File: src/rtl/rtc_irq_pkg.sv
package rtc_irq_pkg;

  localparam logic [3:0] IDX_CTL_A  = 4'hA;
  localparam logic [3:0] IDX_CTL_B  = 4'hB;
  localparam logic [3:0] IDX_STAT   = 4'hC;
  localparam logic [3:0] IDX_PWR    = 4'hD;

  localparam logic [2:0] DIV_RUN_32K = 3'b010;
  localparam logic [7:0] PWR_OK_VAL  = 8'h80;

  // flag vector layout: matches status bits 6:4
  localparam int FLG_PER = 2;
  localparam int FLG_ALM = 1;
  localparam int FLG_UPD = 0;

  // ticks between periodic events for a rate code (0 = off)
  function automatic int unsigned rate_ticks(input logic [3:0] code);
    int unsigned c;
    c = int'(code);
    if (c == 0)
      return 0;
    else if (c < 3)
      return 32'd1 << (c + 6);
    else
      return 32'd1 << (c - 1);
  endfunction

endpackage

File: src/rtl/rtc_rate_div.sv
module rtc_rate_div
  import rtc_irq_pkg::*;
#(
  parameter int CNT_W = 15
) (
  input  logic       clk,
  input  logic       rst_n,
  input  logic       run,
  input  logic       restart,
  input  logic       tick,
  input  logic [3:0] code,
  output logic       per_evt
);

  logic [CNT_W-1:0] cnt_q;
  logic [CNT_W-1:0] last;

  assign last    = CNT_W'(rate_ticks(code) - 1);
  assign per_evt = run && tick && !restart && (cnt_q == last);

  always_ff @(posedge clk or negedge rst_n) begin
    if (!rst_n)
      cnt_q <= '0;
    else if (!run || restart || per_evt)
      cnt_q <= '0;
    else if (tick)
      cnt_q <= cnt_q + 1'b1;
  end

  AST_CNT_IN_RANGE: assert property (@(posedge clk) disable iff (!rst_n)
    run |-> (cnt_q <= last));

  AST_EVT_SPACED: assert property (@(posedge clk) disable iff (!rst_n)
    per_evt |=> !per_evt);

endmodule

File: src/rtl/rtc_flag_unit.sv
module rtc_flag_unit
  import rtc_irq_pkg::*;
(
  input  logic       clk,
  input  logic       rst_n,
  input  logic       set_per,
  input  logic       set_alm,
  input  logic       set_upd,
  input  logic       rd_clr,
  input  logic [2:0] en,
  output logic [2:0] flags,
  output logic       irqf
);

  logic [2:0] flags_q;
  logic [2:0] flags_d;
  logic [2:0] set_vec;
  logic       irqf_q;

  always_comb begin
    set_vec          = '0;
    set_vec[FLG_PER] = set_per;
    set_vec[FLG_ALM] = set_alm;
    set_vec[FLG_UPD] = set_upd;
    flags_d          = (rd_clr ? 3'b000 : flags_q) | set_vec;
  end

  always_ff @(posedge clk or negedge rst_n) begin
    if (!rst_n) begin
      flags_q <= '0;
      irqf_q  <= 1'b0;
    end else begin
      flags_q <= flags_d;
      irqf_q  <= |(flags_d & en);
    end
  end

  assign flags = flags_q;
  assign irqf  = irqf_q;

  AST_ALARM_KEPT: assert property (@(posedge clk) disable iff (!rst_n)
    set_alm |=> flags_q[FLG_ALM]);

  AST_UPD_SETS: assert property (@(posedge clk) disable iff (!rst_n)
    set_upd |=> flags_q[FLG_UPD]);

  AST_CLEAR_EMPTY: assert property (@(posedge clk) disable iff (!rst_n)
    (rd_clr && !set_per && !set_alm && !set_upd) |=> (flags_q == 3'b000 && !irqf_q));

  AST_IRQF_RAISE: assert property (@(posedge clk) disable iff (!rst_n)
    (!rd_clr && |(flags_q & en)) |=> irqf_q);

endmodule

File: src/rtl/rtc_irq_ctrl.sv
module rtc_irq_ctrl
  import rtc_irq_pkg::*;
#(
  parameter int CNT_W = 15
) (
  input  logic       clk,
  input  logic       rst_n,
  input  logic       tick_32k,
  input  logic       upd_busy,
  input  logic       alarm_hit,
  input  logic       update_done,
  input  logic       idx_wr,
  input  logic       data_wr,
  input  logic       data_rd,
  input  logic [7:0] wdata,
  output logic [7:0] rdata,
  output logic       irq
);

  logic [3:0] idx_q;
  logic [6:0] ctl_a_q;
  logic [7:0] ctl_b_q;
  logic       wr_a, wr_b, rd_clr;
  logic       div_run, per_evt, irqf;
  logic [2:0] flags;

  assign wr_a    = data_wr && (idx_q == IDX_CTL_A);
  assign wr_b    = data_wr && (idx_q == IDX_CTL_B);
  assign rd_clr  = data_rd && (idx_q == IDX_STAT);
  assign div_run = (ctl_a_q[6:4] == DIV_RUN_32K) && (ctl_a_q[3:0] != 4'd0);

  always_ff @(posedge clk or negedge rst_n) begin
    if (!rst_n) begin
      idx_q   <= '0;
      ctl_a_q <= '0;
      ctl_b_q <= '0;
    end else begin
      if (idx_wr) idx_q   <= wdata[3:0];
      if (wr_a)   ctl_a_q <= wdata[6:0];
      if (wr_b)   ctl_b_q <= wdata;
    end
  end

  rtc_rate_div #(.CNT_W(CNT_W)) u_div (
    .clk     (clk),
    .rst_n   (rst_n),
    .run     (div_run),
    .restart (wr_a),
    .tick    (tick_32k),
    .code    (ctl_a_q[3:0]),
    .per_evt (per_evt)
  );

  rtc_flag_unit u_flags (
    .clk     (clk),
    .rst_n   (rst_n),
    .set_per (per_evt),
    .set_alm (alarm_hit),
    .set_upd (update_done),
    .rd_clr  (rd_clr),
    .en      (ctl_b_q[6:4]),
    .flags   (flags),
    .irqf    (irqf)
  );

  always_comb begin
    unique case (idx_q)
      IDX_CTL_A: rdata = {upd_busy, ctl_a_q};
      IDX_CTL_B: rdata = ctl_b_q;
      IDX_STAT:  rdata = {irqf, flags, 4'b0000};
      IDX_PWR:   rdata = PWR_OK_VAL;
      default:   rdata = 8'h00;
    endcase
  end

  assign irq = irqf;

  AST_BUSY_MIRROR: assert property (@(posedge clk) disable iff (!rst_n)
    (idx_q == IDX_CTL_A) |-> (rdata[7] == upd_busy));

  AST_B_HOLD: assert property (@(posedge clk) disable iff (!rst_n)
    !wr_b |=> $stable(ctl_b_q));

  AST_PER_GATED: assert property (@(posedge clk) disable iff (!rst_n)
    !div_run |-> !per_evt);

  AST_STAT_LOW_ZERO: assert property (@(posedge clk) disable iff (!rst_n)
    (idx_q == IDX_STAT) |-> (rdata[3:0] == 4'h0));

endmodule

File: config.mk
export PLATFORM = sky130hd
export DESIGN_NAME = rtc_irq_ctrl
export DESIGN_NICKNAME = d
export VERILOG_FILES = /design/src/rtl/rtc_irq_pkg.sv /design/src/rtl/rtc_rate_div.sv /design/src/rtl/rtc_flag_unit.sv /design/src/rtl/rtc_irq_ctrl.sv
export SDC_FILE = /design/constraint.sdc
export NUM_CORES = 1
export LEC_CHECK = 0
export BUFFER_PORTS_ARGS = -buffer_cell sky130_fd_sc_hd__buf_2
export CAP_MARGIN = 20
export CORE_ASPECT_RATIO = 1.2
export CORE_MARGIN = 2
export CORE_UTILIZATION = 55
export CTS_BUF_LIST = sky130_fd_sc_hd__clkbuf_16
export CTS_CLUSTER_SIZE = 28
export DETAILED_ROUTE_END_ITERATION = 7
export GPL_ROUTABILITY_DRIVEN = 0
export PLACE_DENSITY = 0.74
export SYNTH_ARGS = -nofsm -noshare
export SYNTH_HDL_FRONTEND = slang
export SYNTH_HIERARCHICAL = 1
export SYNTH_SLANG_ARGS = --single-unit
File: constraint.sdc
create_clock -name clk -period 4.2 [get_ports clk]
set_clock_uncertainty 0.05 [all_clocks]
set_input_delay 0 -clock clk [delete_from_list [all_inputs] [get_ports clk]]
set_output_delay 0 -clock clk [all_outputs]
set_load 0.02 [all_outputs]
==> summary.txt <==
=================================================================================================
Number of buffers inserted during clock tree synthesis                                          5
Worst Setup End Kind                                                                    flip-flop
Count of buffering cells on the critical path with inverters included                           1
Crit path largest cell delay                                                              0.44 ns
Post-synth EDFFs                                                                                0
Clock latency of the later-clocked register in the worst-skew pair                        0.28 ns
Worst setup SP type                                                                     flip-flop
Setup_tns                                                                                    0 ns
WHS Path Cells                                                                                  3
Fraction of registers with async set/reset                                                   1.00
Synthesized cell area                                                                    3150 um2
Most common cell after layout, fill and taps aside                                   sky130_fd_sc_hd__dfrtp_1
Count of standard-cell rows                                                                    30
Number of instances resized during post-cts repair                                              0
Combined area of the multi-input logic cells                                             2040 um2
Ant. Diodes                                                                                     0
Fraction of layout instances using a drive strength above 1                                 0.210
Remaining antenna violation count                                                               0
Worst hold-check path type                                                                 in2reg
Synthesized net count                                                                         380
Cell type contributing the most total cell area after synthesis                      sky130_fd_sc_hd__dfrtp_1
Average detailed-routed wire length per instance                                          17.4 um
Critical path's top delay family                                                     simple AND/OR/NAND/NOR gates
Sinks on the clock net                                                                         38
Post-layout minimum cycle time                                                            3.82 ns
Layout Cells excl Fill                                                                        460
Portion of synthesized cell area occupied by the leading cell type                          0.302
Areal power density over the cells                                                     625 nW/um2
Worst-case vdd ir drop                                                                     280 uV
Crit-path slowest cell                                                               sky130_fd_sc_hd__dfrtp_1
Max Buffers Root-to-Sink                                                                        2
First-pass GRT wire length                                                               13300 um
Cell count after placement                                                                    438
Period utilisation layout                                                                   0.908
Effective utilization at floorplan                                                          0.562
Max Fclk                                                                                  262 MHz
Remaining max-slew budget at the tightest pin                                               0.430
Setup slack of the critical path after layout                                            0.385 ns
Number of setup buffers added after CTS                                                         0
Initial detailed-routing violation count                                                      161
Kind of critical path                                                                     reg2reg
CP Data Required Time                                                                     4.37 ns
Horizontal extent of the die                                                              73.0 um
Post-Place Worst Slack                                                                   0.404 ns
CTS Hold Buffers Added                                                                         14
Outcome                                                                              complete, no violations
Top-level I/O count                                                                            26
Total global-route track usage                                                              0.264
Slew at the pin closest to its max-slew limit                                            0.854 ns
Number of H-tree branching levels                                                               2
Path depth of the worst reg2reg path                                                           16
Max-cap check violation count                                                                   0
Port Buffers                                                                                   25
Syn-to-layout area delta                                                                    16.0%
Critical path, cell by cell                                                          inv_1, ha_1, or3b_4, o221a_4, nor4_4, nand3_1, ha_1, xor2_1, nand2_1, or3_1, nand3_1, o21ai_0, nor4_1, and3_1, a21o_1, a221o_1
Clock tree from TritonCTS                                                                   built
DR pass1 iterations                                                                             4
Number of register bits inferred by synthesis                                                  38
Flip-flop cell with the highest count after synthesis                                sky130_fd_sc_hd__dfrtp_1
Leakage power figure                                                                      1.50 nW
Biggest fanout along the worst timing path                                                      7
RSZ-0062 raised after global routing                                                        false
Data arrival at the endpoint of the critical path                                         3.99 ns
Remaining global-route overflow                                                                 0
Cell count after synthesis                                                                    356
Most used cells in the layout excluding fill and tap cells                           sky130_fd_sc_hd__dfrtp_1, sky130_fd_sc_hd__nand3_1, sky130_fd_sc_hd__nor2_1
Final-report max-slew violation count                                                           0
Via count of the first global-routing pass                                                   2818
Final hold viol count                                                                           0
FILL cells                                                                                    458
Via total after detailed routing                                                             2916
End-of-flow core utilization                                                                0.652
Clock edge transition at the registers on the reported setup and hold paths               0.06 ns
Worst hold slack                                                                        0.0859 ns
Via count normalized by instance count                                                       6.34
Count of warnings emitted by yosys                                                              6
R2r setup slk                                                                             0.38 ns
Wire length after detailed routing                                                        7990 um
Number of distinct library cell variants in the gate-level netlist after synthesis             67
Master cell of the clock root buffer                                                 sky130_fd_sc_hd__clkbuf_16
Remaining routing DRC violations                                                                0
Maximum number of pins on one net before global-route repair                                   39
Total of endpoints with negative setup slack in the final report                                0
Estimated wirelength of the detail-placed design                                          5530 um
Avg Cell Area, Syn                                                                       8.84 um2
Die Area                                                                                 6340 um2
Leading cell types by total area after synthesis                                     sky130_fd_sc_hd__dfrtp_1, sky130_fd_sc_hd__mux2_2, sky130_fd_sc_hd__nand3_1, sky130_fd_sc_hd__nor2_1, sky130_fd_sc_hd__nand2_1
Placeable core region                                                                    5590 um2
Critical path depth in cells                                                                   16
Sequential standard cell area                                                             951 um2
Vert. Die Dim                                                                             86.8 um
Part of the Yosys area used for sequential elements                                         0.302
Net total in the final layout                                                                 419
Number of antenna violations at the first check in global routing                               0
=================================================================================================
==> layout make-up <==
| class | count | area share |
|---|---|---|
| Clock buffer | 5 | 0.0343 |
| Clock inverter | 3 | 0.0110 |
| Inverter | 19 | 0.0196 |
| Multi-Input combinational cell | 282 | 0.559 |
| Sequential cell | 38 | 0.261 |
| Tap cell | 64 | 0.0220 |
| Timing Repair Buffer | 49 | 0.0933 |
==> sequential cells by signal, indices dropped and copies added (netlist names) <==
register,cells
u_div/cnt_q,15
ctl_b_q,8
u_flags/irqf,1
idx_q,4
u_flags/flags,3
ctl_a_q,7
==> metrics by stage <==
step | cell area (um2) | power, W
3_3_place_gp | 3340 | 0.00179
6_report | 3650 | 0.00228
4_1_cts | 3650 | 0.00226
5_1_grt | 3650 | 0.00244
2_1_floorplan | 3150 | 0.00146
3_5_place_dp | 3340 | 0.00182
==> power by group <==
part           switching (W)  leakage (nW)  internal [W]
clock network       0.000149        0.0836      0.000278
registers          0.0000752         0.483      0.000436
logic               0.000835         0.935      0.000506
total                0.00106          1.50       0.00122
==> logic make-up after synthesis <==
logic type / count (synthesis) / synth area share
fa+ha+maj: 7 / 0.0278
compound gates: 89 / 0.218
mux: 21 / 0.0744
flops: 38 / 0.302
simple gates: 146 / 0.270
buf+inv: 36 / 0.0493
xor+xnor: 19 / 0.0573
==> path summary, 6_finish.rpt <==
check,end,from
max,u_flags/irqf$_DFF_PN0_,ctl_a_q[1]$_DFFE_PN0P_
min,u_div/cnt_q[0]$_DFFE_PN0P_,tick_32k
max reg2reg,u_flags/irqf$_DFF_PN0_,ctl_a_q[1]$_DFFE_PN0P_
min reg2reg,ctl_b_q[0]$_DFFE_PN0P_,ctl_b_q[0]$_DFFE_PN0P_
max in group asynchronous,u_div/cnt_q[5]$_DFFE_PN0P_,rst_n
min in group asynchronous,ctl_a_q[4]$_DFFE_PN0P_,rst_n
==> synthesized netlist by cell type, types with 8 or more instances <==
cell,instances
sky130_fd_sc_hd__dfrtp_1,38
sky130_fd_sc_hd__nand2_1,25
sky130_fd_sc_hd__a21oi_1,11
sky130_fd_sc_hd__xnor2_1,9
sky130_fd_sc_hd__clkbuf_1,11
sky130_fd_sc_hd__xor2_1,9
sky130_fd_sc_hd__o21ai_0,8
sky130_fd_sc_hd__o211ai_1,11
sky130_fd_sc_hd__nand3_1,29
sky130_fd_sc_hd__inv_1,18
sky130_fd_sc_hd__mux2_2,19
sky130_fd_sc_hd__nor2_1,28
sky130_fd_sc_hd__nor3_1,9
==> metal layers <==
| metal | vias to the layer above | GRT usage | wire length, um |
|---|---|---|---|
| met5 | - | 0 | 0 |
| met4 | 0 | 0.0926 | 190 |
| met3 | 16 | 0.0395 | 268 |
| met2 | 69 | 0.459 | 4070 |
| met1 | 1410 | 0.327 | 3460 |
| li1 | 1421 | - | - |
==> tightest hold or removal path: stages <==
cell and delay, ns:
sky130_fd_sc_hd__buf_2 0.15, sky130_fd_sc_hd__xnor2_1 0.16, sky130_fd_sc_hd__o31ai_1 0.07
Note: power is estimated with default switching activity, not from simulation.
